--- src/rtl/irqPkg.sv ---
package irqPkg;

  typedef enum logic {
    ST_IDLE  = 1'b0,
    ST_PULSE = 1'b1
  } irqState_t;

  // Strobes from control to datapath.
  typedef struct packed {
    logic load;   // load the pulse length
    logic step;   // count one pulse cycle down
    logic clear;  // empty the counter
  } irqStrobes_t;

endpackage

--- src/rtl/irqDatapath.sv ---
module irqDatapath
  import irqPkg::*;
#(
  parameter int N_FLAGS      = 8,
  parameter int PULSE_CYCLES = 2500
) (
  input  logic               clk,
  input  logic               sysRstN,
  input  logic [N_FLAGS-1:0] faultFlags,
  input  irqStrobes_t        strobes,
  output logic               trig,
  output logic               cntLast
);

  localparam int CNT_W = $clog2(PULSE_CYCLES + 1);
  localparam logic [CNT_W-1:0] LOAD_VAL = CNT_W'(PULSE_CYCLES);

  logic [N_FLAGS-1:0] prevFlags;
  logic [N_FLAGS-1:0] newBits;
  logic [CNT_W-1:0]   remain;

  // The flag history keeps tracking during device reset, so that flags
  // raised then are never seen as new afterwards.
  always_ff @(posedge clk or negedge sysRstN) begin
    if (!sysRstN) prevFlags <= '0;
    else          prevFlags <= faultFlags;
  end

  for (genvar i = 0; i < N_FLAGS; i++) begin : g_edge
    assign newBits[i] = faultFlags[i] & ~prevFlags[i];
  end

  assign trig = |newBits;

  always_ff @(posedge clk or negedge sysRstN) begin
    if (!sysRstN)           remain <= '0;
    else if (strobes.clear) remain <= '0;
    else if (strobes.load)  remain <= LOAD_VAL;
    else if (strobes.step)  remain <= remain - 1'b1;
  end

  assign cntLast = (remain == CNT_W'(1));

endmodule

--- src/rtl/irqControl.sv ---
module irqControl
  import irqPkg::*;
(
  input  logic        clk,
  input  logic        sysRstN,
  input  logic        devRstN,
  input  logic        trig,
  input  logic        cntLast,
  output irqStrobes_t strobes,
  output logic        busy
);

  irqState_t state, nextState;

  always_ff @(posedge clk or negedge sysRstN) begin
    if (!sysRstN) state <= ST_IDLE;
    else          state <= nextState;
  end

  always_comb begin
    nextState = state;
    strobes   = '0;
    unique case (state)
      ST_IDLE: begin
        if (devRstN && trig) begin
          strobes.load = 1'b1;
          nextState    = ST_PULSE;
        end
      end
      ST_PULSE: begin
        // Triggers are not looked at here: that is the lockout.
        if (!devRstN || cntLast) begin
          strobes.clear = 1'b1;
          nextState     = ST_IDLE;
        end else begin
          strobes.step = 1'b1;
        end
      end
      default: nextState = ST_IDLE;
    endcase
  end

  assign busy = (state == ST_PULSE);

endmodule

--- src/rtl/faultIrqOneShot.sv ---
module faultIrqOneShot
  import irqPkg::*;
#(
  parameter int N_FLAGS      = 8,
  parameter int PULSE_CYCLES = 2500
) (
  input  logic               clk,
  input  logic               sysRstN,
  input  logic               devRstN,
  input  logic [N_FLAGS-1:0] faultFlags,
  output logic               intDriveLow
);

  irqStrobes_t strobes;
  logic        trig;
  logic        cntLast;
  logic        busy;

  irqDatapath #(
    .N_FLAGS     (N_FLAGS),
    .PULSE_CYCLES(PULSE_CYCLES)
  ) uDp (
    .clk       (clk),
    .sysRstN   (sysRstN),
    .faultFlags(faultFlags),
    .strobes   (strobes),
    .trig      (trig),
    .cntLast   (cntLast)
  );

  irqControl uCtl (
    .clk    (clk),
    .sysRstN(sysRstN),
    .devRstN(devRstN),
    .trig   (trig),
    .cntLast(cntLast),
    .strobes(strobes),
    .busy   (busy)
  );

  // Device reset releases the line in the same cycle.
  assign intDriveLow = busy & devRstN;

endmodule

--- config.mk ---
export PLATFORM = sky130hd
export DESIGN_NAME = faultIrqOneShot
export DESIGN_NICKNAME = d
export VERILOG_FILES = /design/src/rtl/irqPkg.sv /design/src/rtl/irqDatapath.sv /design/src/rtl/irqControl.sv /design/src/rtl/faultIrqOneShot.sv
export SDC_FILE = /design/constraint.sdc
export NUM_CORES = 1
export LEC_CHECK = 0
export ABC_AREA = 1
export ABC_CLOCK_PERIOD_IN_PS = 1800
export BUFFER_PORTS_ARGS = -buffer_cell sky130_fd_sc_hd__buf_2
export CAP_MARGIN = 20
export CORE_MARGIN = 4
export CORE_UTILIZATION = 40
export CTS_CLUSTER_DIAMETER = 120
export DETAILED_ROUTE_END_ITERATION = 16
export HOLD_SLACK_MARGIN = 0.12
export PLACE_DENSITY = 0.56
export SYNTH_ARGS = -nofsm -noshare
export SYNTH_HDL_FRONTEND = slang
export SYNTH_SLANG_ARGS = --single-unit
--- constraint.sdc ---
create_clock -name clk -period 1.8 [get_ports clk]
set_input_delay 0.18 -clock clk [delete_from_list [all_inputs] [get_ports clk]]
set_output_delay 0.18 -clock clk [all_outputs]
set_load 0.01 [all_outputs]
==> results of run 1 <==
-- flip-flops by register name, indices dropped and copies added (netlist names) --
signal	flops
uCtl.busy	1
uDp.remain	12
uDp.prevFlags	8
-- logic make-up (layout without fill, tap and decap cells) --
| family | after synthesis | in the layout | share of synthesized area |
|---|---|---|---|
| and+or+nand+nor | 82 | 82 | 0.324 |
| buffers and inverters | 29 | 53 | 0.102 |
| DFF | 21 | 21 | 0.461 |
| AOI/OAI and AO/OA | 10 | 10 | 0.0604 |
| xor gates and xnor gates | 4 | 4 | 0.0307 |
| adders and majority gates | 2 | 2 | 0.0220 |
-- power breakdown --
group / switching (W) / internal (W)
Sequential: 0.0000816 / 0.000553
Combinational: 0.000336 / 0.000191
Clock: 0.000150 / 0.0000831
-- metal layers --
layer | global-route usage | part of all wire | routed length (um)
met1 | 0.202 | 0.50 | 1110
met2 | 0.239 | 0.46 | 1010
met3 | 0.0377 | 0.030 | 65
met4 | 0.0364 | 0.0095 | 21
met5 | 0 | 0 | 0
-- per-stage QoR --
| step | power [W] | util | std cells | instance area, um2 |
|---|---|---|---|---|
| 3_3_place_gp | 0.00115 | 0.450 | 190 | 1230 |
| 3_5_place_dp | 0.00116 | 0.450 | 190 | 1230 |
| 4_1_cts | 0.00141 | 0.493 | 203 | 1350 |
| 6_report | 0.00139 | 0.493 | 203 | 1350 |
| 5_1_grt | 0.00153 | 0.493 | 203 | 1350 |
| 2_1_floorplan | 0.00103 | - | 148 | 1140 |
-- cells in the mapped netlist --
master and n:
inv_1 25, ha_1 2, nand2_2 1, xor2_1 4, nand3_2 5, o21ai_0 2, nand4_1 1, o21ai_1 3
inv_2 3, buf_6 1, nor3_1 1, dfrtp_1 21, nor2_1 13, nand2_1 46, nor2_2 4, o21ai_2 4
nand3_1 11, a21oi_2 1
-- final cells by class --
| class | instances | share of cell area |
|---|---|---|
| clock buffer | 3 | 0.0167 |
| inverter | 28 | 0.0780 |
| multi-input combinational | 98 | 0.370 |
| sequential | 21 | 0.390 |
| tap | 31 | 0.0288 |
| clock inverter | 1 | 0.00371 |
| timing repair buffer | 21 | 0.113 |
-- final timing paths --
check	start	to	slack (ps)	depth (start not counted)
max	uDp.remain[1]	uDp.remain[5]	340	8
min	devRstN	uDp.remain[3]	240	4
max reg2reg	uDp.remain[1]	uDp.remain[5]	340	8
min reg2reg	uCtl.busy	uDp.remain[7]	550	3
max in group asynchronous	sysRstN	uDp.remain[11]	1130	2
min in group asynchronous	sysRstN	uDp.prevFlags[6]	340	2
-- layout by cell type, fill, tap and decap left out --
cell,instances
o21ai_0,2
clkinv_2,1
nand2_2,1
clkbuf_4,3
nand2_1,46
o21ai_2,4
nor2_1,13
ha_1,2
buf_4,1
dfrtp_1,21
a21oi_2,1
nand3_2,5
nand3_1,11
xor2_1,4
inv_1,25
nor2_2,4
nor3_1,1
inv_2,3
o21ai_1,3
dlygate4sd3_1,9
nand4_1,1
buf_2,11
-- critical path, cell delays in order, from the launching register on --
cell	delay (ps)
dfrtp_1	400
inv_1	70
ha_1	170
nand2_1	70
nor2_2	50
a21oi_2	250
buf_4	230
nand2_1	60
o21ai_1	70
==> out/metrics.cfg, run 1 <==
[floorplanning]
die_y_um = 61.4
die_area_um2 = 3770
io_pins = 12
die_x_um = 61.4
initial_core_util = 0.417
rows = 19
core_area_um2 = 2730

[setup_path]
cp_max_fo = 8
start_kind = flop
worst-setup-path-type = flop to flop
end_kind = flop
critical_path_arrival_ps = 1690
critPathRequiredTime_ps = 2040

[cells_and_area]
nNetsFinal = 186
fillers = 261
ff_latch_area_um2 = 526
diodes = 0
multi_input_area_um2 = 498
area_delta_synth_final_pct = 18.2
drive_gt1_frac = 0.198

[grt]
grt_max_degree = 22
grtUsageTotal = 0.149
gr-total-overflow = 0
grt_pass1_vias = 919
grt_pass1_wl_mm = 4.08
antenna_found_initial = 0

[sta]
hold_slack_ps = 237
setup_ws_ps = 345
finalHoldViolCount = 0
fin_crit_ps = 1460
setup_viol = 0
setup-tns-final_ps = 0
worst_pin_slew_ps = 471
fmax_mhz = 687
slew_headroom = 0.686
fin_skew_ps = 9.94
timing.final.crit_share = 0.808
rsz0062_at_grt = false
slew_violations = 0

[clock_tree]
hold_buffers = 9
postCtsSetupBuffers = 0
cts_max_level = 1
numCtsBuffers = 3
cts.clk_slew.worst_paths_ps = 120
cts_buffer_depth = 2
cts_tree = done
post_cts_resize_count = 0
cts_num_sinks = 21
clk_latency_ps = 310
cts-root-buf = clkbuf_4

[power]
p_per_area_nw_per_um2 = 1030
irDropWorstVdd_v = 0.000673
p_leak_nw = 0.725

[synth]
synth_cell_types = 18
yosysTopAreaCellShare = 0.461
yosys-top-cells-area = dfrtp_1, nand2_1, inv_1
yosys_warnings = 0
netlist_instances = 148
syn_nets = 161
syn_area_um2 = 1140
yosysSeqAreaShare = 0.461
avgSynthCellArea_um2 = 7.70
synth_seq_cells = 21
yosys.area.top_type = dfrtp_1

[detailed_routing]
drt_iter0_drc = 19
drt-pass1-iter-count = 4
drcViolationCount = 0
antenna_violating_nets_post_route = 0
wl_per_cell_um = 10.9
viasPerCell = 4.60
vias = 934
routed_wl_mm = 2.20

[status]
status = finished, final reports clean

[min_path]
hold_path_class = input port to flop

[placed_design]
routabilityCongestion = 0.798
io_buffers = 11
hpwlAfterDp_mm = 1.68
pre_cts_ws_ps = 359

[run]
maxCapViolations = 0

No activity file was read; power rests on OpenSTA's default activity.
==> inputs of run 2 (changes only) <==
Settings changed: ABC_CLOCK_PERIOD_IN_PS 1800 to 1170, PLACE_DENSITY 0.56 to 0.58.
Clock period 1.8 ns to 1.17 ns, I/O delays scaled along.
==> out/metrics.cfg, run 2 (synthesized netlist as in run 1, its figures left out) <==
[clock_tree]
cts_tree = done
numCtsBuffers = 3
cts_buffer_depth = 2
cts_num_sinks = 21
cts.clk_slew.worst_paths_ps = 120
cts_max_level = 1
clk_latency_ps = 310
cts-root-buf = clkbuf_4

[grt]
gr-total-overflow = 0
grt_pass1_vias = 1095
grt_max_degree = 22
antenna_found_initial = 0
grtUsageTotal = 0.164
grt_pass1_wl_mm = 4.54

[min_path]
hold_end = uDp.remain[1]
min_from = devRstN
hold_path_class = input port to flop
whs_path_depth = 5

[floorplanning]
initial_core_util = 0.417
core_area_um2 = 2730
io_pins = 12
die_x_um = 61.4
die_y_um = 61.4
rows = 19
die_area_um2 = 3770

[detailed_routing]
drcViolationCount = 0
routed_wl_mm = 2.60
vias = 1087
antenna_violating_nets_post_route = 0
drt_iter0_drc = 44
viasPerCell = 4.65
wl_per_cell_um = 11.1
drt-pass1-iter-count = 4

[cells_and_area]
fin_area_um2 = 1710
max_flop_register = uDp.remain
diodes = 0
mostFrequentLayoutCells = nand2_1, buf_4, dfrtp_1
layout_commonest_cell = nand2_1
largest_register_ffs = 12
area_delta_synth_final_pct = 50.1
fillers = 238
ff_latch_area_um2 = 526
nNetsFinal = 217
drive_gt1_frac = 0.424
multi_input_area_um2 = 596

[run]
maxCapViolations = 0

[setup_path]
path_delay_family = flip-flops
cp_slowest_cell = dfrtp_1
worstPathCellList = inv_2, ha_2, nand2_2, nor2_4, a21oi_4, buf_12, nand2_1, o21ai_1
end_kind = flop
r2r_start = uDp.remain[1]
cp_max_fo = 7
start_kind = flop
rrSetupSlack_ps = -130
critical_path_arrival_ps = 1530
worst-setup-path-type = flop to flop
worst-path-buf-inv = 2
slowest_delay_ps = 390
critPathRequiredTime_ps = 1400
r2r_cells = 8
timing.rr.end = uDp.remain[5]

[power]
irDropWorstVdd_v = 0.00129
p_leak_nw = 0.894
p_per_area_nw_per_um2 = 1660

[sta]
hold_slack_ps = 201
setup_ws_ps = -130
slew_violations = 0
fin_crit_ps = 1300
worst_pin_slew_ps = 473
fmax_mhz = 769
setup_viol = 11
finalHoldViolCount = 0
timing.final.crit_share = 1.11
rsz0062_at_grt = true
slew_headroom = 0.685
fin_skew_ps = 7.54

[placed_design]
io_buffers = 11
hpwlAfterDp_mm = 1.90
placed_area_um2 = 1460
routabilityCongestion = 0.847

[status]
violations = negative setup slack
status = finished with violations

## run 2: per-stage QoR
step                setup slack [ps]  setup TNS, ps  power (W)   util  cells
global route                    -208          -1880    0.00305  0.626    234
detailed placement              -414          -4260    0.00222  0.533    218
CTS                             -120          -1090    0.00275  0.610    234
floorplan                      -16.6          -54.2    0.00164      -    148
global placement                -391          -3940    0.00219  0.533    218
finish                          -130          -1150    0.00284  0.626    234
## run 2: per-layer routing
metal / part of all wire / GRT usage
met5: 0 / 0
met2: 0.51 / 0.287
met3: 0.024 / 0.0210
met4: 0.026 / 0.0788
met1: 0.44 / 0.200
## run 2: worst max path at each step
stage / from / end / slack (ps) / cells past startpoint
after floorplan: uDp.remain[1] / uDp.remain[6] / -20 / 8
after global placement: uDp.remain[0] / uDp.remain[1] / -390 / 6
after detailed placement: uDp.remain[0] / uDp.remain[1] / -410 / 6
after CTS: uDp.remain[5] / uDp.remain[5] / -120 / 7
after global routing: uDp.remain[1] / uDp.remain[10] / -210 / 9
final: uDp.remain[1] / uDp.remain[5] / -130 / 8
## run 2: tightest hold or removal path, cell delays in order
cell	delay, ps
buf_2	120
nand2_2	90
a21oi_4	60
inv_2	50
o21ai_1	50
## run 2: what timing repair did
action | 4_1_cts | 5_1_grt
buffers inserted | 3 | 0
hold buffers | 9 | 0
pin swaps | 3 | 10
endpoints found under the setup margin | 13 | 14
cloned | 0 | 0
resized for setup | 17 | 13
endpoints found under the hold margin | 29 | 0
## run 2: layout make-up
cell class	instances	area share
Timing Repair Buffer	52	0.243
Inverter	28	0.0629
Clock inverter	1	0.00293
Multi-Input combinational cell	98	0.348
Sequential cell	21	0.307
Clock buffer	3	0.0132
Tap cell	31	0.0227
## run 2: where the power goes
group | switching [W] | internal [W] | total, W | leakage, nW
sequential | 0.0000744 | 0.000851 | 0.000925 | 0.258
combinational | 0.000803 | 0.000750 | 0.00155 | 0.619
clock | 0.000230 | 0.000128 | 0.000358 | 0.0177
==> inputs of run 3 (changes only) <==
Settings changed: SYNTH_HIERARCHICAL set to 1.
==> out/metrics.cfg, run 3 <==
[sta]
rsz0062_at_grt = true
timing.final.crit_share = 1.49
fin_crit_ps = 1740
setup-tns-final_ps = -6120
worst_pin_slew_ps = 490
fin_skew_ps = 4.97
fmax_mhz = 574
setup_ws_ps = -573
setup_viol = 13
slew_headroom = 0.674
slew_violations = 0
hold_slack_ps = 119
finalHoldViolCount = 0

[synth]
synth_edf_count = 0
synth_most_common_cell = nand2_1
avgSynthCellArea_um2 = 8.03
yosys_warnings = 6
yosysSeqAreaShare = 0.488
yosysTopAreaCellShare = 0.488
yosys.area.top_type = dfrtp_1
netlist_instances = 134
synth_ff_type = dfrtp_1
yosys-top-cells-area = dfrtp_1, nand2_1, inv_1
syn_area_um2 = 1080
synthArstFlopShare = 1.00
syn_nets = 147
synth_cell_types = 22
synth_common_cells = nand2_1, inv_1, dfrtp_1, nor2_1, nand3_1
synth_seq_cells = 21

[cells_and_area]
final_core_util = 0.620
drive_gt1_frac = 0.351
layout_commonest_cell = buf_4
mostFrequentLayoutCells = buf_4, nand2_1, inv_1, dfrtp_1, nor2_1
multi_input_area_um2 = 478
ff_latch_area_um2 = 526
area_delta_synth_final_pct = 45.3
largest_register_ffs = 12
diodes = 0
fillers = 227
nNetsFinal = 205
max_flop_register = uDp/remain

[placed_design]
routabilityCongestion = 0.883
hpwlAfterDp_mm = 1.91
io_buffers = 11
pre_cts_ws_ps = -595

[clock_tree]
cts-root-buf = clkbuf_4
cts_buffer_depth = 2
cts.clk_slew.worst_paths_ps = 120
numCtsBuffers = 3
cts_tree = done
cts_max_level = 1
clk_latency_ps = 300
cts_num_sinks = 21

[setup_path]
r2r_cells = 11
cp_max_fo = 4
timing.rr.end = uDp/remain[7]
critPathRequiredTime_ps = 1410
r2r_start = uDp/remain[5]
end_kind = flop
cp-startpoint = uDp/remain[5]
critical_path_arrival_ps = 1980
rrSetupSlack_ps = -570
start_kind = flop
worst-setup-path-type = flop to flop

[grt]
grt_pass1_wl_mm = 4.70
gr-total-overflow = 0
grtUsageTotal = 0.174
grt_pass1_vias = 1161
grt_max_degree = 22
antenna_found_initial = 0

[status]
status = finished with violations
violations = negative setup slack

[floorplanning]
initial_core_util = 0.427
die_x_um = 59.9
io_pins = 12
rows = 18
core_area_um2 = 2520
die_y_um = 59.9
die_area_um2 = 3580

[power]
power_frac_comb = 0.574
p_per_area_nw_per_um2 = 2000
power_switching_w = 0.00125
sequentialPowerShare = 0.315
irDropWorstVdd_v = 0.00123
p_clk_frac = 0.111
p_int_w = 0.00188
p_leak_nw = 0.833
p_sw_frac = 0.400

[min_path]
hold_end = uCtl/busy
whs_path_depth = 3
min_from = devRstN
hold_path_class = input port to flop

[detailed_routing]
vias = 1057
drt_iter0_drc = 35
routed_wl_mm = 2.65
wl_per_cell_um = 12.0
antenna_violating_nets_post_route = 0
drt-pass1-iter-count = 4
drcViolationCount = 0
viasPerCell = 4.78

[run]
maxCapViolations = 0

==> run 3: power by group through the flow <==
stage                     Sequential [W]  Clock [W]  Combinational [W]
after detailed placement         0.00101          0            0.00157
after global routing             0.00102   0.000388            0.00198
after CTS                       0.000989   0.000365            0.00177
final                           0.000986   0.000348            0.00180
after global placement           0.00100          0            0.00154
after floorplan                  0.00101          0           0.000859
==> run 3: timing repair <==
item,4_1_cts,5_1_grt
hold buffers,9,0
setup endpoints to repair,13,13
gates resized for setup,7,0
hold endpoints to repair,30,0
pin swaps,10,0
buffers inserted,7,1
==> run 3: worst max path at each step <==
| stage | slack (ps) | cells after the start | end |
|---|---|---|---|
| global route | -720 | 10 | uDp/remain[7] |
| global placement | -540 | 11 | uDp/remain[7] |
| finish | -570 | 11 | uDp/remain[7] |
| floorplan | -530 | 11 | uDp/remain[7] |
| CTS | -560 | 11 | uDp/remain[7] |
| detailed placement | -600 | 12 | uDp/remain[2] |
==> run 3: worst max-delay path, cell delays in order, from the launching register on <==
cell and delay, ps:
dfrtp_1 430, nor2_4 130, nand3_2 80, nor4_2 250, inv_1 100, a21oi_2 160, nor2_2 70, nand2_2 90
inv_2 60, nor2_4 140, inv_2 70, o21ai_2 110
==> run 3: logic make-up after synthesis <==
family / Yosys count / synth area share
simple gates: 67 / 0.295
buf+inv: 27 / 0.0942
flops: 21 / 0.488
compound gates: 15 / 0.0826
xor+xnor: 2 / 0.0163
fa+ha+maj: 2 / 0.0233
==> run 3: final cells by class <==
| cell class | instances | share of cell area |
|---|---|---|
| flip-flops and latches | 21 | 0.336 |
| inverters | 27 | 0.0664 |
| clock buffers | 4 | 0.0168 |
| well taps | 30 | 0.0240 |
| multi-input cells | 86 | 0.306 |
| repair buffers | 53 | 0.251 |
==> run 3: layer usage <==
metal | vias up | wire length [um] | global-route usage
li1 | 535 | - | -
met4 | 0 | 57 | 0.0823
met5 | - | 0 | 0
met1 | 502 | 1060 | 0.190
met3 | 6 | 47 | 0.0194
met2 | 14 | 1490 | 0.327
==> run 3: through the flow <==
stage,cells,instance area [um2],power (W)
2_1_floorplan,134,1080,0.00187
3_3_place_gp,202,1380,0.00254
3_5_place_dp,202,1380,0.00257
4_1_cts,221,1560,0.00313
5_1_grt,221,1560,0.00338
6_report,221,1560,0.00313
